==> src/rtl/inpkt_pkg.sv <==
package inpkt_pkg;

   typedef enum logic [1:0] {
      SRC_NONE = 2'd0,
      SRC_AUTO = 2'd1,
      SRC_SW   = 2'd2
   } commit_src_e;

   function automatic int idx_bits(input int n);
      return (n > 1) ? $clog2(n) : 1;
   endfunction

endpackage

==> src/rtl/inpkt_bank.sv <==
module inpkt_bank #(
   parameter int DATA_W    = 8,
   parameter int PKT_BYTES = 64,
   localparam int ADDR_W   = $clog2(PKT_BYTES)
) (
   input  logic              clk,
   input  logic              we,
   input  logic [ADDR_W-1:0] waddr,
   input  logic [DATA_W-1:0] wdata,
   input  logic [ADDR_W-1:0] raddr,
   output logic [DATA_W-1:0] rdata
);

   logic [DATA_W-1:0] mem [PKT_BYTES];

   always_ff @(posedge clk) begin
      if (we) begin
         mem[waddr] <= wdata;
      end
   end

   assign rdata = mem[raddr];

endmodule

==> src/rtl/inpkt_slot_tab.sv <==
module inpkt_slot_tab #(
   parameter int PKT_BYTES = 64,
   parameter int NBUF      = 2,
   localparam int CNT_W    = $clog2(PKT_BYTES + 1),
   localparam int IDX_W    = inpkt_pkg::idx_bits(NBUF)
) (
   input  logic                        clk,
   input  logic                        rst,
   input  logic                        set_en,
   input  logic [IDX_W-1:0]            set_idx,
   input  logic [CNT_W-1:0]            set_len,
   input  logic                        clr_en,
   input  logic [IDX_W-1:0]            clr_idx,
   output logic [NBUF-1:0]             busy,
   output logic [NBUF-1:0][CNT_W-1:0]  lens
);

   for (genvar i = 0; i < NBUF; i++) begin : g_slot
      always_ff @(posedge clk) begin
         if (rst) begin
            busy[i] <= 1'b0;
            lens[i] <= '0;
         end else if (set_en && (set_idx == IDX_W'(i))) begin
            busy[i] <= 1'b1;
            lens[i] <= set_len;
         end else if (clr_en && (clr_idx == IDX_W'(i))) begin
            busy[i] <= 1'b0;
         end
      end
   end

endmodule

==> src/rtl/inpkt_fill_ctl.sv <==
module inpkt_fill_ctl #(
   parameter int PKT_BYTES = 64,
   parameter int NBUF      = 2,
   localparam int CNT_W    = $clog2(PKT_BYTES + 1),
   localparam int ADDR_W   = $clog2(PKT_BYTES),
   localparam int IDX_W    = inpkt_pkg::idx_bits(NBUF)
) (
   input  logic              clk,
   input  logic              rst,
   input  logic              dma_mode,
   input  logic              wr_valid,
   input  logic              commit,
   input  logic [NBUF-1:0]   busy,
   output logic              wr_ready,
   output logic              wr_fire,
   output logic [IDX_W-1:0]  fill_idx,
   output logic [ADDR_W-1:0] wr_addr,
   output logic [CNT_W-1:0]  fill_cnt,
   output logic              commit_go,
   output logic [CNT_W-1:0]  commit_len,
   output logic              commit_err,
   output logic              ovf
);
   import inpkt_pkg::*;

   localparam logic [CNT_W-1:0] FULL_CNT = CNT_W'(PKT_BYTES);
   localparam logic [IDX_W-1:0] LAST_IDX = IDX_W'(NBUF - 1);

   logic             fill_busy;
   logic [CNT_W-1:0] cnt_next;
   logic             auto_hit;
   logic             sw_ok;
   logic             sw_bad;
   commit_src_e      src;

   function automatic logic [IDX_W-1:0] step(input logic [IDX_W-1:0] i);
      return (i == LAST_IDX) ? '0 : i + IDX_W'(1);
   endfunction

   assign fill_busy = busy[fill_idx];
   assign wr_ready  = !fill_busy && (fill_cnt < FULL_CNT);
   assign wr_fire   = wr_valid && wr_ready;
   assign wr_addr   = fill_cnt[ADDR_W-1:0];
   assign cnt_next  = fill_cnt + CNT_W'(wr_fire);

   // full-buffer commit in DMA mode, and the software strobe that may
   // collide with it in the same cycle
   assign auto_hit = dma_mode && wr_fire && (cnt_next == FULL_CNT);
   assign sw_ok    = commit && !fill_busy && !auto_hit &&
                     ((cnt_next != '0) || !dma_mode);
   assign sw_bad   = commit && !sw_ok;

   always_comb begin
      if (auto_hit)   src = SRC_AUTO;
      else if (sw_ok) src = SRC_SW;
      else            src = SRC_NONE;
   end

   assign commit_go  = (src != SRC_NONE);
   assign commit_len = cnt_next;

   always_ff @(posedge clk) begin
      if (rst) begin
         fill_idx   <= '0;
         fill_cnt   <= '0;
         commit_err <= 1'b0;
         ovf        <= 1'b0;
      end else begin
         if (commit_go) begin
            fill_idx <= step(fill_idx);
            fill_cnt <= '0;
         end else begin
            fill_cnt <= cnt_next;
         end
         if (sw_bad) begin
            commit_err <= 1'b1;
         end
         if (wr_valid && !wr_ready) begin
            ovf <= 1'b1;
         end
      end
   end

endmodule

==> src/rtl/inpkt_drain_ctl.sv <==
module inpkt_drain_ctl #(
   parameter int PKT_BYTES = 64,
   parameter int NBUF      = 2,
   localparam int CNT_W    = $clog2(PKT_BYTES + 1),
   localparam int IDX_W    = inpkt_pkg::idx_bits(NBUF)
) (
   input  logic                       clk,
   input  logic                       rst,
   input  logic [NBUF-1:0]            busy,
   input  logic [NBUF-1:0][CNT_W-1:0] lens,
   input  logic                       rd_done,
   output logic [IDX_W-1:0]           rd_idx,
   output logic                       rd_avail,
   output logic [CNT_W-1:0]           rd_len,
   output logic                       rd_fire
);

   localparam logic [IDX_W-1:0] LAST_IDX = IDX_W'(NBUF - 1);

   assign rd_avail = busy[rd_idx];
   assign rd_len   = lens[rd_idx];
   assign rd_fire  = rd_done && rd_avail;

   always_ff @(posedge clk) begin
      if (rst) begin
         rd_idx <= '0;
      end else if (rd_fire) begin
         rd_idx <= (rd_idx == LAST_IDX) ? '0 : rd_idx + IDX_W'(1);
      end
   end

endmodule

==> src/rtl/inpkt_txbuf.sv <==
module inpkt_txbuf #(
   parameter int DATA_W    = 8,
   parameter int PKT_BYTES = 64,
   parameter int NBUF      = 2,
   localparam int CNT_W    = $clog2(PKT_BYTES + 1),
   localparam int ADDR_W   = $clog2(PKT_BYTES),
   localparam int IDX_W    = inpkt_pkg::idx_bits(NBUF)
) (
   input  logic              clk,
   input  logic              rst,
   input  logic              dma_mode,
   input  logic              wr_valid,
   input  logic [DATA_W-1:0] wr_data,
   output logic              wr_ready,
   input  logic              commit,
   output logic              rd_avail,
   output logic [CNT_W-1:0]  rd_len,
   input  logic [ADDR_W-1:0] rd_addr,
   output logic [DATA_W-1:0] rd_data,
   input  logic              rd_done,
   output logic              commit_err,
   output logic              ovf
);

   if (NBUF < 2) begin : g_bad_nbuf
      $error("inpkt_txbuf: NBUF must be at least 2");
   end
   if (PKT_BYTES < 2) begin : g_bad_pkt
      $error("inpkt_txbuf: PKT_BYTES must be at least 2");
   end
   if ((1 << ADDR_W) != PKT_BYTES) begin : g_bad_pow2
      $error("inpkt_txbuf: PKT_BYTES must be a power of two");
   end
   if (DATA_W < 1) begin : g_bad_data
      $error("inpkt_txbuf: DATA_W must be positive");
   end

   logic                       wr_fire;
   logic [IDX_W-1:0]           fill_idx;
   logic [ADDR_W-1:0]          wr_addr;
   logic [CNT_W-1:0]           fill_cnt;
   logic                       commit_go;
   logic [CNT_W-1:0]           commit_len;
   logic [NBUF-1:0]            busy;
   logic [NBUF-1:0][CNT_W-1:0] lens;
   logic [IDX_W-1:0]           rd_idx;
   logic                       rd_fire;
   logic [NBUF-1:0][DATA_W-1:0] bank_q;

   inpkt_fill_ctl #(.PKT_BYTES(PKT_BYTES), .NBUF(NBUF)) u_fill (
      .clk        (clk),
      .rst        (rst),
      .dma_mode   (dma_mode),
      .wr_valid   (wr_valid),
      .commit     (commit),
      .busy       (busy),
      .wr_ready   (wr_ready),
      .wr_fire    (wr_fire),
      .fill_idx   (fill_idx),
      .wr_addr    (wr_addr),
      .fill_cnt   (fill_cnt),
      .commit_go  (commit_go),
      .commit_len (commit_len),
      .commit_err (commit_err),
      .ovf        (ovf)
   );

   inpkt_slot_tab #(.PKT_BYTES(PKT_BYTES), .NBUF(NBUF)) u_slots (
      .clk     (clk),
      .rst     (rst),
      .set_en  (commit_go),
      .set_idx (fill_idx),
      .set_len (commit_len),
      .clr_en  (rd_fire),
      .clr_idx (rd_idx),
      .busy    (busy),
      .lens    (lens)
   );

   inpkt_drain_ctl #(.PKT_BYTES(PKT_BYTES), .NBUF(NBUF)) u_drain (
      .clk      (clk),
      .rst      (rst),
      .busy     (busy),
      .lens     (lens),
      .rd_done  (rd_done),
      .rd_idx   (rd_idx),
      .rd_avail (rd_avail),
      .rd_len   (rd_len),
      .rd_fire  (rd_fire)
   );

   for (genvar b = 0; b < NBUF; b++) begin : g_bank
      inpkt_bank #(.DATA_W(DATA_W), .PKT_BYTES(PKT_BYTES)) u_bank (
         .clk   (clk),
         .we    (wr_fire && (fill_idx == IDX_W'(b))),
         .waddr (wr_addr),
         .wdata (wr_data),
         .raddr (rd_addr),
         .rdata (bank_q[b])
      );
   end

   assign rd_data = bank_q[rd_idx];

endmodule

==> config.mk <==
export PLATFORM = sky130hd
export DESIGN_NAME = inpkt_txbuf
export DESIGN_NICKNAME = d
export VERILOG_FILES = /design/src/rtl/inpkt_pkg.sv /design/src/rtl/inpkt_bank.sv /design/src/rtl/inpkt_slot_tab.sv /design/src/rtl/inpkt_fill_ctl.sv /design/src/rtl/inpkt_drain_ctl.sv /design/src/rtl/inpkt_txbuf.sv
export SDC_FILE = /design/constraint.sdc
export NUM_CORES = 1
export LEC_CHECK = 0
export ABC_AREA = 1
export BUFFER_PORTS_ARGS = -buffer_cell sky130_fd_sc_hd__buf_4
export CORE_UTILIZATION = 50
export CTS_CLUSTER_SIZE = 8
export DETAILED_ROUTE_END_ITERATION = 8
export PLACE_DENSITY = 0.65
export SETUP_SLACK_MARGIN = 0.5
export SLEW_MARGIN = 20
export SYNTH_ARGS = -nofsm -noshare
export SYNTH_HDL_FRONTEND = slang
export SYNTH_SLANG_ARGS = --single-unit
export TNS_END_PERCENT = 10
==> constraint.sdc <==
create_clock -name clk -period 3.45 [get_ports clk]
set_clock_uncertainty 0.2 [all_clocks]
set_input_delay 0.345 -clock clk [delete_from_list [all_inputs] [get_ports clk]]
set_output_delay 0.345 -clock clk [all_outputs]
set_load 0.02 [all_outputs]
After elaboration in Yosys (flattened, before gate mapping). Memory sizes are Yosys's and may differ from the RTL's. Cells that the tools add are included. Widths: inputs -> output; s select.

Memory bits (writable): 1024. Bits in registers: 27. Memories: 2. Output and inout port bits: 19.

Add/sub/neg operators: 3. Equal/unequal tests: 1. Reduce and logical (&&, ||, !) cells: 27. Order comparisons: 3. Multiplexer cells: 20. Bitwise gates (word level): 2.

Memories: g_bank[0].u_bank.mem (depth 64, width 8, rd ports 1, clocked after Yosys merged registers in 0, wr ports 1, line inpkt_bank.sv:14) `logic [DATA_W-1:0] mem [PKT_BYTES];`; g_bank[1].u_bank.mem (depth 64, width 8, rd ports 1, clocked after Yosys merged registers in 0, wr ports 1, line inpkt_bank.sv:14).

Operator list (number): $logic_and 1x1->1 (16); $mux 8 (2); $mux 1 (14); $mux 7 (2); $add 7x1->7 (1); $eq 7x7->1 const B (1); $lt 7x7->1 const B (1); $reduce_bool 7->1 (1); $reduce_bool 2->1 (3); $logic_not 1->1 (5); $lt 1x2->1 const B (2); $mux 2 (2); $add 1x1->1 const B (2); $not 1->1 (2); $reduce_or 2->1 (1); $logic_or 1x1->1 (1).

Longest topological paths before layout.
Depth in word-level cells: 16. Mapped depth: 19. Depth with buffers taken out: 19.

Hierarchy. From an unflattened synthesis, not the netlist that was laid out.

Cells, all modules: 3827. Area total of the unflattened synthesis: 43978.4 µm².

By module, submodules not included: inpkt_bank (instances 2, area each 21179.1 µm², cells an instance 1797); inpkt_slot_tab (instances 1, area each 732.0 µm², cells an instance 81); inpkt_fill_ctl (instances 1, area each 581.8 µm², cells an instance 86); inpkt_drain_ctl (instances 1, area each 186.4 µm², cells an instance 36); inpkt_txbuf (instances 1, area each 120.1 µm², cells an instance 30).

Worst setup path before layout. No wires, ideal clock.

Path type: register to register. From: register u_fill.fill_idx. To: register u_slots.lens[3] (netlist bit). Setup slack: 0.831 ns. Arrival: 2.306 ns. Cell stages (with the launch flop): 18. Library setup time: 0.113 ns. Required time: 3.137 ns. Cells stage by stage: dfxtp_1 > nand2_1 > and2_1 > nand2_2 > nor2_8 > ha_1 > ha_1 > inv_1 > nand3_1 > nor2_4 > nand2_2 > nor2_2 > nand2_2 > nand2_4 > nand2_8 > buf_12 > a21oi_2 > nor2_1.

Cells in the longest elaborated chain, start to end: 15. Elaborated cells on any way between the ends: 20.

Ends and longest elaborated chain: from (decl) (line inpkt_fill_ctl.sv:16) `output logic [IDX_W-1:0] fill_idx,`; from (signal assigned) (line inpkt_fill_ctl.sv:70) `fill_idx <= step(fill_idx);`; $mux 1 (implied by the code) (*) (2 in a row) (line inpkt_fill_ctl.sv:40) `assign fill_busy = busy[fill_idx];`; $logic_not 1->1 (*) (line inpkt_fill_ctl.sv:41) `assign wr_ready = !fill_busy && (fill_cnt < FULL_CNT);`; $logic_and 1x1->1 (*) (line inpkt_fill_ctl.sv:41); $logic_and 1x1->1 (*) (line inpkt_fill_ctl.sv:42) `assign wr_fire = wr_valid && wr_ready;`; $add 7x1->7 (*) (line inpkt_fill_ctl.sv:44) `assign cnt_next = fill_cnt + CNT_W'(wr_fire);`; via commit_len[1] (line inpkt_txbuf.sv:43) `logic [CNT_W-1:0] commit_len;`; $eq 7x7->1 (line inpkt_fill_ctl.sv:48) `assign auto_hit = dma_mode && wr_fire && (cnt_next == FULL_CNT);`; $logic_and 1x1->1 (line inpkt_fill_ctl.sv:48); $logic_not 1->1 (line inpkt_fill_ctl.sv:49) `assign sw_ok = commit && !fill_busy && !auto_hit &&`; $logic_and 1x1->1 (2 in a row) (line inpkt_fill_ctl.sv:49); $mux 2 (line inpkt_fill_ctl.sv:55) `else if (sw_ok) src = SRC_SW;`; $mux 2 (*) (line inpkt_fill_ctl.sv:54) `if (auto_hit) src = SRC_AUTO;`; $reduce_bool 2->1 (*) (line inpkt_fill_ctl.sv:59) `assign commit_go = (src != SRC_NONE);`; $logic_and 1x1->1 (*) (line inpkt_slot_tab.sv:23) `end else if (set_en && (set_idx == IDX_W'(i))) begin`; to (signal, indexed assignment) (line inpkt_slot_tab.sv:25) `lens[i] <= set_len;`; to (decl) (line inpkt_slot_tab.sv:15) `output logic [NBUF-1:0][CNT_W-1:0] lens`.

The timed path passes the listed nets; every way through them passes the cells marked *. The select of a mux whose other input is x is not followed. A chain may end at the register's enable or synchronous reset.

Final worst setup path.
From: input rd_addr[0]. To: output rd_data[5].

Cells in the longest elaborated chain, start to end: 3. Elaborated cells on any way between the ends: 4.

Ends and longest elaborated chain: from (decl) (line inpkt_txbuf.sv:18) `input logic [ADDR_W-1:0] rd_addr,`; $mem_v2 64x8; $mux 8 (implied by the code) (*) (2 in a row) (line inpkt_txbuf.sv:103) `assign rd_data = bank_q[rd_idx];`; to (decl) (line inpkt_txbuf.sv:19) `output logic [DATA_W-1:0] rd_data,`.

Every way passes the cells marked *; elsewhere a longest branch is shown, timed or not. The select of a mux whose other input is x is not followed.

==> impl_metrics.tcl <==
set metrics [dict create \
    status "finished clean" \
    fin_nets 3957 \
    synth_edf_count 1024 \
    arrival_ns 2.37 \
    hp-class "input pin to flip-flop" \
    port_buffers 38 \
    grt_max_degree 105 \
    wl_per_cell_um 22.4 \
    endpoint_kind "output port" \
    die_width_um 297 \
    numCtsBuffers 149 \
    seq_area_frac_synth_pct 72.1 \
    pwr-share-clk_pct 44.4 \
    dp_cells 4915 \
    synthTopCellsByArea "edfxtp_1 71%, nand2_1 11%, nand3_1 11%" \
    min_period_over_period_pct 84.5 \
    syn_area_um2 43400 \
    drt_iter0_markers 3383 \
    setup-tns-final_ns 0 \
    fillers 6746 \
    grt_pass1_wl_um 173000 \
    grt.overflow.total 0 \
    tightest_slew_ns 0.950 \
    syn_inst 3778 \
    coreArea_um2 85500 \
    grt_pass1_vias 28100 \
    io-pin-count 39 \
    switching_share_pct 22.8 \
    root_buffer "clkbuf_16" \
    antenna_found_initial 1 \
    num_rows 107 \
    die_area_um2 87900 \
    final_cells 5108 \
    antennaDiodeCount 0 \
    cts_max_path_buffers 3 \
    ant_nets 0 \
    htreeDepth 4 \
    viasPerCell 5.74 \
    rsz0062_at_grt "yes" \
    synth_cell_type_count 35 \
    hpwlAfterDp_um 67900 \
    wirelength_um 114000 \
    worst-path-max-fanout 56 \
    drv_cap 0 \
    first_pass_iters 6 \
    cts_tree "built" \
    path_clk_slew_ns 0.04 \
    netSwitchingPower_w 0.00663 \
    yosysWarnings 0 \
    async_flop_share_pct 0 \
    max_freq_mhz 343 \
    area_growth_pct 16.1 \
    setup_viol 0 \
    peakVddDrop_mv 0.418 \
    start_kind "input pin" \
    period_minus_slack_ns 2.91 \
    power_density_nw_per_um2 577 \
    clock_sinks 1051 \
    max_slew_margin_pct 36.4 \
    layout_commonest_cell "nand2_1" \
    synth_nets 3800 \
    start_util_pct 50.7 \
    drive_above_1_share_pct 12.7 \
    critical_path_required_ns 2.90 \
    ys_seq_elements 1051 \
    synth_top_area_share_pct 70.9 \
    synth_flop_cell "edfxtp_1" \
    hold_viol 0 \
    crit_type "input pin to output port" \
    die_h_um 297 \
    combPwrFrac_pct 7.1 \
    synth_top_area_cell "edfxtp_1" \
    p_int_w 0.0224 \
    gp_congestion 0.883 \
    drc 0 \
    seqCellArea_um2 31300 \
    multi_input_area_um2 11000 \
    layout_common_cells "1285 x nand2_1, 1024 x edfxtp_1, 913 x nand3_1, 196 x buf_4, 153 x clkbuf_16" \
    insertion_delay_ns 0.73 \
    avgSynthCellArea_um2 11.5 \
    seqPwrFrac_pct 48.5 \
    drv_slew 0 \
    p_leak_nw 18.2 \
    grtUsageTotal_pct 26.4 \
    num_vias 29300 \
]
[power groups by stage]
stage | combinational [W] | clock (W) | sequential (W)
finish | 0.00206 | 0.0129 | 0.0141
global route | 0.00222 | 0.0136 | 0.0141
CTS | 0.00198 | 0.0131 | 0.0141
detailed placement | 0.00195 | 0 | 0.0143
global placement | 0.00193 | 0 | 0.0143
floorplan | 0.00109 | 0 | 0.0143
[final cells by class]
type	count	area share, %
clock inverter	14	0.465
timing repair buffer	251	4.91
clock buffer	166	7.61
tap	1144	2.84
multi-input combinational	2458	21.8
inverter	24	0.256
sequential	1051	62.1
[final timing paths]
check,start,to,cells after the start,slack (ns)
setup reg to reg,u_fill.fill_cnt[2],g_bank[1].u_bank.mem[56][4],4,0.60
hold / removal,wr_data[2],g_bank[0].u_bank.mem[46][2],1,0.01
setup / recovery,rd_addr[0],rd_data[5],15,0.54
hold reg to reg,u_slots.lens[9],u_slots.lens[9],2,0.26
[sequential cells by signal, indices dropped and copies added (netlist names)]
name / count
u_slots.lens: 14
u_slots.busy: 2
u_fill.commit_err: 1
u_drain.rd_idx: 1
g_bank.u_bank.mem: 1024
u_fill.fill_idx: 1
u_fill.fill_cnt: 7
u_fill.ovf: 1
[stage by stage]
step                      total power [W]  hold WS (ns)  area, µm²  setup slack, ns  util, %
after floorplan                    0.0154         0.237      43400            0.831        -
after global placement             0.0163         0.250      45800            0.331     53.5
after detailed placement           0.0163         0.253      45800            0.315     53.5
after CTS                          0.0292        0.0200      50100            0.463     58.5
after global routing               0.0299        0.0318      50400            0.423     58.9
final                              0.0291        0.0145      50400            0.536     58.9
[critical path: stages]
cell and delay, ns:
buf_8 0.14, inv_16 0.16, buf_12 0.28, buf_4 0.25, nand2_1 0.07, nand3_1 0.06
nand3_1 0.09, nand3_1 0.08, nand2_1 0.06, nand2_1 0.11, nand3_2 0.14, nand2_1 0.12
nand2_1 0.10, nand2_4 0.13, buf_4 0.15
[timing repair]
action / CTS / global route
endpoints found under the hold margin: 201 / 0
setup endpoints to repair: 20 / 33
gates cloned: 1 / 2
hold buffers: 10 / 0
pin swaps: 0 / 5
setup buffers: 0 / 0
gates resized for setup: 16 / 56
[metal layers]
layer / share of wire [%] / vias to the layer above / global-route usage [%]
met3: 8.9 / 187 / 5.05
met1: 42 / 14300 / 37.7
met5: 0.0070 / - / 0
met4: 2.8 / 2 / 8.83
met2: 46 / 1307 / 40.8
li1: - / 13500 / -
[cell usage after synthesis, types with 6 or more instances]
cell type and instances:
nand2_1 1301, a21oi_1 19, buf_4 41, inv_1 18
nor2_1 140, nand3_1 945, dfxtp_1 27, clkbuf_1 56
buf_2 113, nand2_4 6, buf_1 27, nor3_1 13
nand2_2 6, edfxtp_1 1024
[kinds of logic (layout without fill, tap and decap cells)]
logic type,after synthesis,in the layout,share of synthesized area [%]
AOI/OAI and AO/OA,29,29,0.387
adders and majority gates,2,2,0.0577
buffers and inverters,269,455,3.19
DFF,1051,1051,72.1
and+or+nand+nor,2427,2427,24.2
Power figures use the tool's default switching activity.
